`src/rtl/pfx_pkg.sv`:
```
package pfx_pkg;
  localparam int OP_W   = 3;
  localparam int CW_MAX = 4;
  localparam int LEN_W  = $clog2(CW_MAX + 1);
  localparam int DEP_W  = $clog2(CW_MAX);
  localparam int PATH_W = CW_MAX - 1;

  typedef logic [OP_W-1:0]   op_t;
  typedef logic [LEN_W-1:0]  len_t;
  typedef logic [CW_MAX-1:0] cw_t;

  typedef struct packed {
    logic hit;
    op_t  op;
    len_t len;
  } step_t;

  // One step of the tree walk. path holds the bits already taken
  // (the most recent bit in path[0]), depth is how many there are,
  // and b is the bit arriving now.
  function automatic step_t tree_step(logic [PATH_W-1:0] path,
                                      logic [DEP_W-1:0] depth, logic b);
    step_t s;
    s = '0;
    case (depth)
      2'd1: if (path[0] == 1'b0) begin
        s.hit = 1'b1; s.op = {2'b00, b}; s.len = len_t'(2);
      end
      2'd2: if (path[1:0] == 2'b10) begin
        s.hit = 1'b1; s.op = {2'b01, b}; s.len = len_t'(3);
      end
      2'd3: if (path[2:1] == 2'b11) begin
        s.hit = 1'b1; s.op = {1'b1, path[0], b}; s.len = len_t'(4);
      end
      default: s = '0;
    endcase
    return s;
  endfunction

  function automatic len_t op_len(op_t op);
    if (op[2])      return len_t'(4);
    else if (op[1]) return len_t'(3);
    else            return len_t'(2);
  endfunction

  function automatic cw_t op_code(op_t op);
    if (op[2])      return {2'b11, op[1], op[0]};
    else if (op[1]) return {1'b0, 2'b10, op[0]};
    else            return {2'b00, 1'b0, op[0]};
  endfunction
endpackage

```
`src/rtl/pfx_walker.sv`:
```
module pfx_walker
  import pfx_pkg::*;
(
  input  logic              clk,
  input  logic              rst,
  input  logic              abort,
  input  logic              bit_vld,
  input  logic              bit_in,
  output logic              hit_w,
  output op_t               hit_op,
  output len_t              hit_len,
  output logic [DEP_W-1:0]  depth,
  output logic [PATH_W-1:0] path
);
  step_t            step_w;
  logic             take_w;
  logic             root_w;

  assign take_w  = bit_vld && !abort;
  assign step_w  = tree_step(path, depth, bit_in);
  assign hit_w   = take_w && step_w.hit;
  assign hit_op  = step_w.op;
  assign hit_len = step_w.len;
  assign root_w  = (depth == '0);

  always_ff @(posedge clk) begin
    if (rst || abort) begin
      depth <= '0;
      path  <= '0;
    end else if (take_w) begin
      if (step_w.hit) begin
        depth <= '0;
        path  <= '0;
      end else begin
        depth <= depth + 1'b1;
        path  <= {path[PATH_W-2:0], bit_in};
      end
    end
  end

  AST_HOLD_IDLE: assert property (@(posedge clk) disable iff (rst)
    (!bit_vld && !abort) |=> ($stable(depth) && $stable(path)));
  AST_ABORT_ROOT: assert property (@(posedge clk) disable iff (rst)
    abort |=> root_w);
  AST_DEEP_BRANCH: assert property (@(posedge clk) disable iff (rst)
    (depth == 2'd3) |-> (path[2:1] == 2'b11));
endmodule

```
`src/rtl/pfx_result_reg.sv`:
```
module pfx_result_reg
  import pfx_pkg::*;
(
  input  logic clk,
  input  logic rst,
  input  logic hit_w,
  input  op_t  hit_op,
  input  len_t hit_len,
  output logic done,
  output op_t  opcode,
  output len_t code_len
);
  always_ff @(posedge clk) begin
    if (rst) begin
      done     <= 1'b0;
      opcode   <= '0;
      code_len <= '0;
    end else begin
      done <= hit_w;
      if (hit_w) begin
        opcode   <= hit_op;
        code_len <= hit_len;
      end
    end
  end

  AST_DONE_PULSE: assert property (@(posedge clk) disable iff (rst)
    done |=> !done);
  AST_LEN_RANGE: assert property (@(posedge clk) disable iff (rst)
    done |-> (code_len >= len_t'(2) && code_len <= len_t'(4)));
  AST_RESULT_HELD: assert property (@(posedge clk) disable iff (rst)
    !hit_w |=> ($stable(opcode) && $stable(code_len)));
endmodule

```
`src/rtl/pfx_encoder.sv`:
```
module pfx_encoder
  import pfx_pkg::*;
(
  input  op_t  enc_op,
  output cw_t  enc_code,
  output len_t enc_len
);
  assign enc_code = op_code(enc_op);
  assign enc_len  = op_len(enc_op);

  always_comb begin
    AST_ENC_LEN_CLASS: assert (enc_op[2] ? (enc_len == len_t'(4))
      : (enc_len == (enc_op[1] ? len_t'(3) : len_t'(2))));
  end
endmodule

```
`src/rtl/pfx_opcode_decoder.sv`:
```
module pfx_opcode_decoder
  import pfx_pkg::*;
#(
  parameter bit ENC_EN = 1'b1
) (
  input  logic       clk,
  input  logic       rst,
  input  logic       abort,
  input  logic       bit_vld,
  input  logic       bit_in,
  output logic       done,
  output logic [2:0] opcode,
  output logic [2:0] code_len,
  input  logic [2:0] enc_op,
  output logic [3:0] enc_code,
  output logic [2:0] enc_len
);
  logic              hit_w;
  op_t               hit_op;
  len_t              hit_len;
  logic [DEP_W-1:0]  depth;
  logic [PATH_W-1:0] path;

  pfx_walker u_walk (
    .clk(clk), .rst(rst), .abort(abort), .bit_vld(bit_vld), .bit_in(bit_in),
    .hit_w(hit_w), .hit_op(hit_op), .hit_len(hit_len),
    .depth(depth), .path(path)
  );

  pfx_result_reg u_res (
    .clk(clk), .rst(rst), .hit_w(hit_w), .hit_op(hit_op), .hit_len(hit_len),
    .done(done), .opcode(opcode), .code_len(code_len)
  );

  generate
    if (ENC_EN) begin : g_enc
      pfx_encoder u_enc (.enc_op(enc_op), .enc_code(enc_code), .enc_len(enc_len));
    end else begin : g_noenc
      assign enc_code = '0;
      assign enc_len  = '0;
    end
  endgenerate

  AST_RESET_ROOT: assert property (@(posedge clk)
    rst |=> (depth == '0 && !done));
endmodule

```
`config.mk`:
```
export PLATFORM = sky130hd
export DESIGN_NAME = pfx_opcode_decoder
export DESIGN_NICKNAME = d
export VERILOG_FILES = /design/src/rtl/pfx_pkg.sv /design/src/rtl/pfx_walker.sv /design/src/rtl/pfx_result_reg.sv /design/src/rtl/pfx_encoder.sv /design/src/rtl/pfx_opcode_decoder.sv
export SDC_FILE = /design/constraint.sdc
export NUM_CORES = 1
export LEC_CHECK = 0
export BUFFER_PORTS_ARGS = -buffer_cell sky130_fd_sc_hd__clkbuf_2
export CORE_AREA = 2 2 39 41
export DETAILED_ROUTE_END_ITERATION = 8
export DIE_AREA = 0 0 41 43
export PLACE_DENSITY = 0.81
export SKIP_CTS_REPAIR_TIMING = 1
export SYNTH_ARGS = -nofsm -noshare
export SYNTH_HDL_FRONTEND = slang
export SYNTH_SLANG_ARGS = --single-unit
```
`constraint.sdc`:
```
create_clock -name clk -period 3.2 [get_ports clk]
set_input_delay 0.32 -clock clk [delete_from_list [all_inputs] [get_ports clk]]
set_output_delay 0.32 -clock clk [all_outputs]
set_load 0.05 [all_outputs]
```
# After elaboration in Yosys (flattened, before gate mapping)
# Index checks and enable logic that the tools add are counted.
[totals] register_bits=12 input_bits=8 out_inout_bits=14
[op_classes] n_addsub=1 n_eq_ne=5 muxes=10 reduce_logical=4
[ops] operator="$mux 7" n=3
[ops] operator="$pmux 7 s3" n=1
[ops] operator="$mux 3" n=3
[ops] operator="$eq 2x2->1 const B" n=4
[ops] operator="$mux 4" n=1
[ops] operator="$add 2x1->2 const B" n=1
[ops] operator="$eq 2x1->1 const B" n=1
[ops] operator="$logic_and 1x1->1" n=2
[ops] operator="$mux 2" n=1
[ops] operator="$logic_not 1->1" n=1
[ops] operator="$logic_or 1x1->1" n=1
[ops] operator="$mux 1" n=1

# Logic depth before layout (Yosys ltp)
[logic_depth] ltp_word=4 depth_mapped=7 mapped_depth_nobuf=6

# Modules after synthesis
# Synthesis repeated with hierarchy kept, for this count alone.
[unflattened] hier_cells=72 area_unflattened_um2=651.9
[by_module_without_submodules] module="pfx_walker" n_inst=1 cells_each=44 area_per_inst_um2=365.4
[by_module_without_submodules] module="pfx_result_reg" n_inst=1 cells_each=21 area_per_inst_um2=240.2
[by_module_without_submodules] module="pfx_encoder" n_inst=1 cells_each=7 area_per_inst_um2=46.3

# Worst setup path before layout
# Ideal clock, no wire load.
[synth_timing] path_type="reg-to-reg" from="register u_walk.depth[0]" to="register u_res.code_len[0]" setup_ns=0.067 t_arrival_ns=2.040 setup_slack_ns=1.093 path_stages_with_launch=8 path_buffers=1 cell_sequence="dfxtp_1 -> inv_1 -> ha_1 -> or3b_4 -> or3_1 -> buf_2 -> a2111o_1 -> a21oi_2"
[synth_via] elab_chain_cells=3 word_cells_on_any_way=5 cone_classes="eq/ne (3); mux (1); reduce/logical (1)"
[synth_lines] item="start, declared" line="pfx_walker.sv:12" source="output logic [DEP_W-1:0] depth,"
[synth_lines] item="start signal, assigned" line="pfx_walker.sv:35" source="depth <= depth + 1'b1;"
[synth_lines] item="$eq 2x2->1 / $eq 2x1->1 (equally long branches)" line="pfx_pkg.sv:25" source="case (depth)"
[synth_lines] item="$pmux 7 s3 *" line="pfx_pkg.sv:25"
[synth_lines] item="$logic_and 1x1->1" line="pfx_walker.sv:21" source="assign hit_w = take_w && step_w.hit;"
[synth_lines] item="end signal, assigned" line="pfx_result_reg.sv:22" source="code_len <= hit_len;"
[synth_lines] item="end, declared" line="pfx_result_reg.sv:11" source="output len_t code_len"
# Every way passes the cells marked *; elsewhere a longest branch is shown, timed or not.
# A chain may end at the register's enable or synchronous reset.

# Worst setup path in the final report
# Same ends and word-level chain as after synthesis.

==> metrics.log <==
[metrics] post-layout minimum cycle time: 2.17 ns
[metrics] path type of the worst setup path: reg -> reg
[metrics] diodes inserted: 0
[metrics] layout filler cell count: ~150
[metrics] power density relative to cell area: 412 nW/µm²
[metrics] first-pass GRT wire length: 1.64 mm
[metrics] worst voltage drop across the vdd grid: about 170 µV
[metrics] detailed-route vias per instance: approximately 5.2
[metrics] maximum clock insertion buffer count: 2
[metrics] endpoint kind of the worst setup timing path: register
[metrics] Max stage delay cell, worst path: sky130_fd_sc_hd__a2111o_1
[metrics] CTS root buf: sky130_fd_sc_hd__clkbuf_4
[metrics] register-to-register setup slack: between 1 and 1.5 ns
[metrics] via count of the first global-routing pass: 410
[metrics] share of the clock period used by the worst path after layout: 67.7%
[metrics] routed vias: 507
[metrics] Ports: 22
[metrics] top_reg_cell synth: sky130_fd_sc_hd__dfxtp_1
[metrics] headroom to the max-slew limit: 67.8%
[metrics] CP Data Required Time: roughly 3.4 ns
[metrics] horizontal die dimension: ~40 µm
[metrics] total area of multi-input combinational cells: about 290 µm²
[metrics] number of remaining DRC errors: 0
[metrics] number of buffers inserted during clock tree synthesis: 3
[metrics] fin. max-slew vios: 0
[metrics] maximum number of pins on one net before global-route repair: 9
[metrics] Crit path max-delay family: simple AND/OR/NAND/NOR gates
[metrics] final std cell area, no fill: between 600 and 700 µm²
[metrics] met1 Usage GRT: approximately 16%
[metrics] Initial Utilization: approximately two fifths
[metrics] ordered list of cells on the worst path: inv_1 -> ha_1 -> or3b_4 -> or3_1 -> a2111o_1 -> a21oi_2
[metrics] Final Setup Violations: 0
[metrics] initial antenna violation count: 0
[metrics] fin cells: between 90 and 100
[metrics] critical path data arrival time: approximately 2.4 ns
[metrics] Buf+Inv Stages, Crit Path: 1
[metrics] number of synthesized register bits: 11
[metrics] vertical extent of the die: ~43 µm
[metrics] status: complete, no violations
[metrics] Clock Sinks: 11
[metrics] worst clock skew: approximately 0.0048 ns
[metrics] count of flip-flops with a built-in enable after synthesis: 0
[metrics] path class of the lowest-slack min-delay path: in -> reg
[metrics] mapped cell area: 578 µm²
[metrics] die footprint: around 1800 µm²
[metrics] routability congestion estimate from global placement: roughly 0.82
[metrics] source-to-sink clock delay at the later pin of the worst-skew pair: roughly 0.27 ns
[metrics] Top Usage Layer GRT: met2
[metrics] drt initial violations: 7
[metrics] longest individual stage delay on the worst path: 0.45 ns
[metrics] HPWL after detailed placement: 795 µm
[metrics] Inst Count DP: between 90 and 100
[metrics] top post-synthesis cells by count: sky130_fd_sc_hd__dfxtp_1, sky130_fd_sc_hd__nor2_1, sky130_fd_sc_hd__nand3_1
[metrics] synth-to-layout area growth: 15.2%
[metrics] maximum fanout count along the critical path: 6
[metrics] final total negative setup slack: 0 ns
[metrics] share of synthesized flip-flops with an asynchronous set or reset: 0%
[metrics] GRT Util Overall: between 10 and 15%
[metrics] Synth Net Count: 78
[metrics] sort of element at the start of the critical path: register
[metrics] Worst Max-Slew Pin Slew: 0.480 ns
[metrics] Wirelength per Cell: 10.4 µm
[metrics] number of placement rows: 14
[metrics] count leader, synth: sky130_fd_sc_hd__dfxtp_1
[metrics] Cells after Synth: 66
[metrics] count of distinct cell types in the synthesized netlist: 27
[metrics] total placed instance area: 639 µm²
[metrics] number of hold-slack violations in the final timing report: 0
[metrics] Routed WL: a little over 1 mm
[metrics] layout cell share with drive strength beyond 1: between 30% and 40%
[metrics] count of yosys warnings during synthesis: 0
[metrics] unrepaired setup endpoints after global routing: no
[metrics] top cell type by total area after synthesis: sky130_fd_sc_hd__dfxtp_1
[metrics] leakage power of the design: between 0.2 and 0.3 nW
[metrics] global route total overflow: 0
[metrics] area share of the largest cell type after synthesis: 38.1%
[metrics] max capacitance violation total: 0
[metrics] leading post-synthesis cells by cell area: sky130_fd_sc_hd__dfxtp_1, sky130_fd_sc_hd__ha_1, sky130_fd_sc_hd__mux2i_1
[metrics] area of the core region: 1380 µm²
[metrics] Peak Freq: 0.462 GHz
[metrics] # nets final: 94
[metrics] Clock H-tree levels: 1
[metrics] clock tree from TritonCTS: yes
[metrics] clock transition at the registers of the reported paths: ~0.070 ns
[metrics] Antenna Nets Post-Route: 0
[metrics] met2 usage: 20.9%
[metrics] number of detailed-routing iterations run before antenna repair: 4
[metrics] proportion of synthesized chip area in sequential cells: 38.1%
[metrics] count of buffers inserted at the top-level ports: 19
[metrics] met3 demand-to-capacity share in global routing: between 3 and 4%
[metrics] Storage cell area: between 200 and 250 µm²
[metrics] synthesized area divided by synthesized cell count: a little under 9 µm²
state kept, by name, indices dropped and copies added (netlist names):
name            cells
u_res.opcode        2
u_walk.depth        2
u_res.code_len      3
u_res.done          1
u_walk.path         3
cells by family (layout without fill, tap and decap cells):
kind of cell    count (synthesis)  in the layout  synth area share (%)
xor+xnor                        1              1                  1.52
buf+inv                        13             28                  12.6
flops                          11             11                  38.1
fa+ha+maj                       4              4                  8.66
mux                             3              3                  5.20
compound gates                 13             13                  15.2
simple gates                   21             21                  18.8
layout by cell type, fill, tap and decap left out, drive strengths merged, types with 2 or more instances in the layout:
cell	netlist	final
clkbuf	1	23
dfxtp	11	11
nor2	7	7
nand3	6	6
a21oi	6	6
inv	5	5
ha	4	4
mux2i	3	3
nor3	2	2
o21ai	2	2
or2	2	2
layout make-up:
class / instances / area share [%]
flip-flops and latches: 11 / 33.1
repair buffers: 19 / 14.3
multi-input cells: 42 / 42.9
clock buffers: 4 / 3.95
inverters: 5 / 2.82
well taps: 16 / 3.01
per-stage QoR:
| step | hold WS [ns] | util (%) | setup WS (ns) | power [mW] |
|---|---|---|---|---|
| finish | 0.273 | 48.1 | 1.03 | 0.274 |
| global route | 0.274 | 48.1 | 0.965 | 0.286 |
| CTS | 0.272 | 48.1 | 1.03 | 0.278 |
| detailed placement | 0.461 | 46.2 | 1.05 | 0.182 |
| global placement | 0.460 | 46.2 | 1.09 | 0.181 |
| floorplan | 0.425 | - | 1.09 | 0.178 |
layer usage:
layer,wire (µm),share of wire [%]
met1,439,43
met2,455,45
met3,84,8.3
met4,30,3.0
met5,0,0
where the power goes:
group	internal [mW]	switching [mW]	leakage, nW	total (mW)
logic	0.0112	0.0270	0.178	0.0382
clock network	0.0483	0.0476	0.0150	0.0959
registers	0.138	0.00195	0.0889	0.140
worst paths after layout:
kind,start,end,depth (start not counted)
hold / removal,abort,u_walk.path[1],2
setup reg to reg,u_walk.depth[0],u_res.code_len[0],6
hold reg to reg,u_res.opcode[0],u_res.opcode[0],2
setup / recovery,u_walk.depth[0],u_res.code_len[0],6
(Power assumes the default switching activity.)
